$ cat src/rtl/vreg_pkg.sv
package vreg_pkg;
  typedef enum logic [1:0] {
    CTRL_SW        = 2'd0,
    CTRL_PIN_ONOFF = 2'd1,
    CTRL_PIN_LEVEL = 2'd2
  } ctrl_mode_e;
endpackage

$ cat src/rtl/vreg_sync.sv
module vreg_sync #(
  parameter int W      = 2,
  parameter int STAGES = 2
) (
  input  logic         clk_i,
  input  logic         rst_ni,
  input  logic [W-1:0] d_i,
  output logic [W-1:0] q_o
);
  logic [W-1:0] stg_q [STAGES];

  generate
    for (genvar i = 0; i < STAGES; i++) begin : g_stage
      if (i == 0) begin : g_first
        always_ff @(posedge clk_i or negedge rst_ni)
          if (!rst_ni) stg_q[i] <= '0;
          else         stg_q[i] <= d_i;
      end else begin : g_next
        always_ff @(posedge clk_i or negedge rst_ni)
          if (!rst_ni) stg_q[i] <= '0;
          else         stg_q[i] <= stg_q[i-1];
      end
    end
  endgenerate

  assign q_o = stg_q[STAGES-1];
endmodule

$ cat src/rtl/vreg_edge_timer.sv
module vreg_edge_timer #(
  parameter int DLY_W = 4
) (
  input  logic             clk_i,
  input  logic             rst_ni,
  input  logic             tick_i,
  input  logic             lvl_i,
  input  logic [DLY_W-1:0] rise_dly_i,
  input  logic [DLY_W-1:0] fall_dly_i,
  output logic             lvl_o
);
  logic             lvl_q, busy_q;
  logic [DLY_W-1:0] cnt_q;
  logic [DLY_W-1:0] dly;

  assign dly = lvl_i ? rise_dly_i : fall_dly_i;

  always_ff @(posedge clk_i or negedge rst_ni) begin
    if (!rst_ni) begin
      lvl_q  <= 1'b0;
      busy_q <= 1'b0;
      cnt_q  <= '0;
    end else if (lvl_i == lvl_q) begin
      busy_q <= 1'b0;                    // reversal cancels pending change
    end else if (!busy_q) begin
      if (dly == '0) lvl_q <= lvl_i;
      else begin
        busy_q <= 1'b1;
        cnt_q  <= dly;
      end
    end else if (tick_i) begin
      if (cnt_q == DLY_W'(1)) begin
        lvl_q  <= lvl_i;
        busy_q <= 1'b0;
      end else begin
        cnt_q <= cnt_q - DLY_W'(1);
      end
    end
  end

  assign lvl_o = lvl_q;
endmodule

$ cat src/rtl/vreg_en_sel.sv
module vreg_en_sel
  import vreg_pkg::*;
#(
  parameter int VSET_W      = 8,
  parameter int DLY_W       = 4,
  parameter int SYNC_STAGES = 2
) (
  input  logic              clk_i,
  input  logic              rst_ni,
  input  logic              tick_i,
  input  logic              sw_en_i,
  input  logic              pin_ctrl_i,
  input  logic              pin_sel_i,
  input  logic              dual_lvl_i,
  input  logic [DLY_W-1:0]  rise_dly_i,
  input  logic [DLY_W-1:0]  fall_dly_i,
  input  logic [VSET_W-1:0] vset_hi_i,
  input  logic [VSET_W-1:0] vset_lo_i,
  input  logic              pin_a_i,
  input  logic              pin_b_i,
  input  logic              fault_i,
  output logic              en_o,
  output logic [VSET_W-1:0] vset_o,
  output logic              start_o
);
  logic [1:0]        pins_s;
  logic              sel_lvl, pin_lvl;
  logic              fault_hold_q;
  logic              en_d;
  logic [VSET_W-1:0] vset_d;
  ctrl_mode_e        mode;

  vreg_sync #(.W(2), .STAGES(SYNC_STAGES)) u_sync (
    .clk_i  (clk_i),
    .rst_ni (rst_ni),
    .d_i    ({pin_b_i, pin_a_i}),
    .q_o    (pins_s)
  );

  assign sel_lvl = pin_sel_i ? pins_s[1] : pins_s[0];

  vreg_edge_timer #(.DLY_W(DLY_W)) u_tmr (
    .clk_i      (clk_i),
    .rst_ni     (rst_ni),
    .tick_i     (tick_i),
    .lvl_i      (sel_lvl),
    .rise_dly_i (rise_dly_i),
    .fall_dly_i (fall_dly_i),
    .lvl_o      (pin_lvl)
  );

  always_comb begin
    if (!pin_ctrl_i)     mode = CTRL_SW;
    else if (dual_lvl_i) mode = CTRL_PIN_LEVEL;
    else                 mode = CTRL_PIN_ONOFF;
  end

  // fault latch clears only while software enable is low
  always_ff @(posedge clk_i or negedge rst_ni) begin
    if (!rst_ni)       fault_hold_q <= 1'b0;
    else if (!sw_en_i) fault_hold_q <= 1'b0;
    else if (fault_i)  fault_hold_q <= 1'b1;
  end

  always_comb begin
    en_d   = 1'b0;
    vset_d = vset_hi_i;
    unique case (mode)
      CTRL_SW:        en_d = 1'b1;
      CTRL_PIN_ONOFF: en_d = pin_lvl;
      CTRL_PIN_LEVEL: begin
        en_d = 1'b1;
        if (!pin_lvl) vset_d = vset_lo_i;
      end
      default:        en_d = 1'b0;
    endcase
    en_d = en_d & sw_en_i & ~fault_hold_q & ~fault_i;
    if (!en_d) vset_d = '0;
  end

  always_ff @(posedge clk_i or negedge rst_ni) begin
    if (!rst_ni) begin
      en_o    <= 1'b0;
      vset_o  <= '0;
      start_o <= 1'b0;
    end else begin
      en_o    <= en_d;
      vset_o  <= vset_d;
      start_o <= en_d & ~en_o;
    end
  end
endmodule

$ cat config.mk
export PLATFORM = sky130hd
export DESIGN_NAME = vreg_en_sel
export DESIGN_NICKNAME = d
export VERILOG_FILES = /design/src/rtl/vreg_pkg.sv /design/src/rtl/vreg_sync.sv /design/src/rtl/vreg_edge_timer.sv /design/src/rtl/vreg_en_sel.sv
export SDC_FILE = /design/constraint.sdc
export NUM_CORES = 1
export LEC_CHECK = 0
export ABC_AREA = 1
export ABC_CLOCK_PERIOD_IN_PS = 1800
export BUFFER_PORTS_ARGS = -buffer_cell sky130_fd_sc_hd__buf_2
export CORE_MARGIN = 1.5
export CORE_UTILIZATION = 48
export CTS_CLUSTER_DIAMETER = 30
export DETAILED_ROUTE_END_ITERATION = 16
export GPL_TIMING_DRIVEN = 0
export HOLD_SLACK_MARGIN = 0.06
export PLACE_DENSITY = 0.78
export SYNTH_ARGS = -nofsm -noshare
export SYNTH_HDL_FRONTEND = slang
export SYNTH_HIERARCHICAL = 1
export SYNTH_SLANG_ARGS = --single-unit
export TNS_END_PERCENT = 50
$ cat constraint.sdc
create_clock -name clk_i -period 1.8 [get_ports clk_i]
set_input_delay 0.09 -clock clk_i [delete_from_list [all_inputs] [get_ports clk_i]]
set_output_delay 0.09 -clock clk_i [all_outputs]
set_load 0.05 [all_outputs]
==> impl_metrics.env <==
export IMPL_synth_area_mux_share_pct=0.958
export IMPL_antenna_left=0
export IMPL_syn_area_um2=1170
export IMPL_final_hold_viol_count=0
export IMPL_layout_commonest_cell="buf_2"
export IMPL_m1WireLength_um=1000
export IMPL_grt_pass1_vias=1143
export IMPL_syn_inst=148
export IMPL_total_power_uw=1580
export IMPL_area_growth_pct=34.4
export IMPL_p_seq_share_pct=40.7
export IMPL_crit_chain="buf_4 -> mux2_2 -> buf_6 -> inv_4 -> nand2_1 -> nand2_1 -> inv_1 -> nand3_2 -> nand3_4 -> nand2_1 -> nand2_1"
export IMPL_grtUsageTotal_pct=21.7
export IMPL_cp_max_fo=9
export IMPL_period_share_pct=90.8
export IMPL_p_per_area_nw_per_um2=1000
export IMPL_cpMostUsedCell="nand2_1"
export IMPL_syn_area_per_cell_um2=7.94
export IMPL_ys_ff_latch=21
export IMPL_synth_simple_area_share_pct=37.4
export IMPL_synth_seq_area_share_pct=44.7
export IMPL_initial_core_util_pct=52.1
export IMPL_clock_sinks=21
export IMPL_hold_path_class="input port to flip-flop"
export IMPL_critical_path_buf_inv_count=4
export IMPL_clockBufferDepth=2
export IMPL_yosysUniqueCellTypes=22
export IMPL_cpMaxStageDelayCell="dfrtp_1"
export IMPL_layout_common_cells="43 x buf_2, 38 x nand2_1, 22 x nor2_1"
export IMPL_finalClockSkew_ns=0.00533
export IMPL_antennaDiodeCount=0
export IMPL_setup_viol=0
export IMPL_multi_input_area_um2=546
export IMPL_vias=1132
export IMPL_die_height_um=52.5
export IMPL_ctsRootBufferMaster="clkbuf_4"
export IMPL_yosysWarnings=6
export IMPL_tns_ns=0
export IMPL_power_frac_comb_pct=45.7
export IMPL_synth_xor_area_share_pct=1.38
export IMPL_required_ns=1.98
export IMPL_cts_buffers=3
export IMPL_switching_share_pct=42.0
export IMPL_antenna_found_initial=0
export IMPL_critPathCaptureType="flip-flop"
export IMPL_worst_slack_ns=0.166
export IMPL_layout_nets=244
export IMPL_slowest_delay_ns=0.38
export IMPL_dp_hpwl_um=1830
export IMPL_highest_layer="met4"
export IMPL_via_per_inst=4.82
export IMPL_dr_first_iter_drc_count=22
export IMPL_path_class="flip-flop to flip-flop"
export IMPL_portBuffers=43
export IMPL_htree_levels=1
export IMPL_synthTopCellsByArea="dfrtp_1 45%, nand2_1 12%, nor2_1 7.0%"
export IMPL_clk_pin_slew_worst_paths_ns=0.11
export IMPL_preCtsSetupSlack_ns=0.163
export IMPL_fmax_ghz=0.612
export IMPL_synth_fp_nets=184
export IMPL_pin_count=44
export IMPL_slew_viol_final=0
export IMPL_p_switching_uw=664
export IMPL_cpLargestDelayFamily="simple AND/OR/NAND/NOR gates"
export IMPL_period_minus_slack_ns=1.63
export IMPL_synth_top_family_by_area="simple AND/OR/NAND/NOR gates"
export IMPL_rsz0062_at_grt="false"
export IMPL_drtPass1Iterations=4
export IMPL_cts_tree="built"
export IMPL_cp_start_kind="flip-flop"
export IMPL_wl_um=2640
export IMPL_gr_total_overflow=0
export IMPL_peakVddDrop_v=0.000697
export IMPL_wl_met3_um=161
export IMPL_regArea_um2=526
export IMPL_power_frac_clock_pct=13.6
export IMPL_intPower_uw=916
export IMPL_core_area_um2=2250
export IMPL_critPathArrivalTime_ns=1.82
export IMPL_power_leakage_uw=0.000920
export IMPL_post_drt_wl_per_cell_um=11.3
export IMPL_synth_top_area_share_pct=44.7
export IMPL_synth_compound_area_share_pct=3.94
export IMPL_synth_top_cell_by_area="dfrtp_1"
export IMPL_gp_congestion=0.939
export IMPL_drcViolationCount=0
export IMPL_max_slew_margin_pct=68.9
export IMPL_drv_cap=0
export IMPL_dieArea_um2=2750
export IMPL_rows=17
export IMPL_clk_latency_ns=0.29
export IMPL_outcome="finished clean"
export IMPL_layout_drive_gt1_share_pct=32.4
export IMPL_grt_max_degree=22
export IMPL_fp_dieW_um=52.5
export IMPL_synthAdderAreaFrac_pct=2.13
export IMPL_wl_met2_um=1450
export IMPL_grt_pass1_wl_um=4440
export IMPL_fillCellCount=182
export IMPL_tightestPinTransition_ns=0.467
[layout make-up]
| type | count | share of cell area [%] |
|---|---|---|
| buffer | 3 | 1.66 |
| sequential | 21 | 33.3 |
| multi-input combinational | 102 | 34.5 |
| tap | 28 | 2.22 |
| timing repair buffer | 55 | 21.2 |
| clock buffer | 4 | 1.66 |
| inverter | 22 | 5.39 |
[registers in the layout (all words and copies together) (netlist names)]
register and cells:
start_o 1, vset_o 8, u_sync/stg_q 2, u_tmr/busy_q 1, u_sync/q_o 2, u_tmr/lvl_o 1
u_tmr/cnt_q 4, en_o 1, fault_hold_q 1
[what timing repair did]
item | CTS | global route
buffers inserted | 0 | 0
resized for setup | 0 | 1
hold buffers | 12 | 0
hold endpoints to repair | 32 | 0
endpoints found under the setup margin | 0 | 1
[synthesized netlist by cell type]
cell type and instances:
a21oi_1 2, mux2_2 1, inv_2 1, inv_1 20
dfrtp_1 21, inv_4 1, nor2_4 2, nor2_1 22
nand2_4 2, nand3_1 13, buf_4 2, buf_6 1
ha_1 2, nand3_2 3, nand3b_2 1, nand2_2 4
nand2_1 38, a21oi_4 1, o21ai_0 4, or2_2 1
xnor2_2 1, nand4_1 5
[per-stage QoR]
| step | instance area (um2) | std cells | utilization [%] | hold WS, ns |
|---|---|---|---|---|
| 2_1_floorplan | 1170 | 148 | - | -0.206 |
| 3_3_place_gp | 1430 | 219 | 63.2 | 0.0517 |
| 3_5_place_dp | 1430 | 219 | 63.2 | 0.0673 |
| 4_1_cts | 1570 | 235 | 69.7 | 0.0608 |
| 5_1_grt | 1580 | 235 | 70.0 | 0.0824 |
| 6_report | 1580 | 235 | 70.0 | 0.0712 |
[metal layers]
metal  vias to the layer above  GRT usage, %
met5                         -             0
met3                         4          3.43
met2                        49          41.7
li1                        577             -
met1                       502          22.4
met4                         0          10.7
[power groups by stage]
stage               registers [uW]  clock network (uW)  logic (uW)
floorplan                      689                   0         465
global placement               644                   0         644
detailed placement             653                   0         680
CTS                            642                 223         704
global route                   655                 244         819
finish                         644                 215         722
[worst paths after layout]
kind,startpoint,endpoint,slack (ns),cells past startpoint
max in group asynchronous,rst_ni,vset_o[1]$_DFF_PN0_,1.21,2
hold reg to reg,u_sync/stg_q[2]$_DFF_PN0_,u_sync/q_o[0]$_DFF_PN0_,0.37,0
min in group asynchronous,rst_ni,start_o$_DFF_PN0_,0.27,2
setup reg to reg,u_sync/q_o[1]$_DFF_PN0_,u_tmr/cnt_q[3]$_DFFE_PN0P_,0.17,11
hold / removal,sw_en_i,fault_hold_q$_DFFE_PN0P_,0.07,3
setup / recovery,u_sync/q_o[1]$_DFF_PN0_,u_tmr/cnt_q[3]$_DFFE_PN0P_,0.17,11
[logic make-up (layout without fill, tap and decap cells)]
group / after synthesis / count (layout)
AO/OA/AOI/OAI: 7 / 7
XOR/XNOR: 1 / 1
adder cells (fa/ha/maj): 2 / 2
buffers and inverters: 25 / 84
flip-flops: 21 / 21
multiplexers: 1 / 1
AND/OR/NAND/NOR: 91 / 91
[tightest hold or removal path: stages]
cell and delay [ns]:
buf_2 0.09, inv_1 0.09, a21oi_1 0.05
No activity file was read; power rests on OpenSTA's default activity.
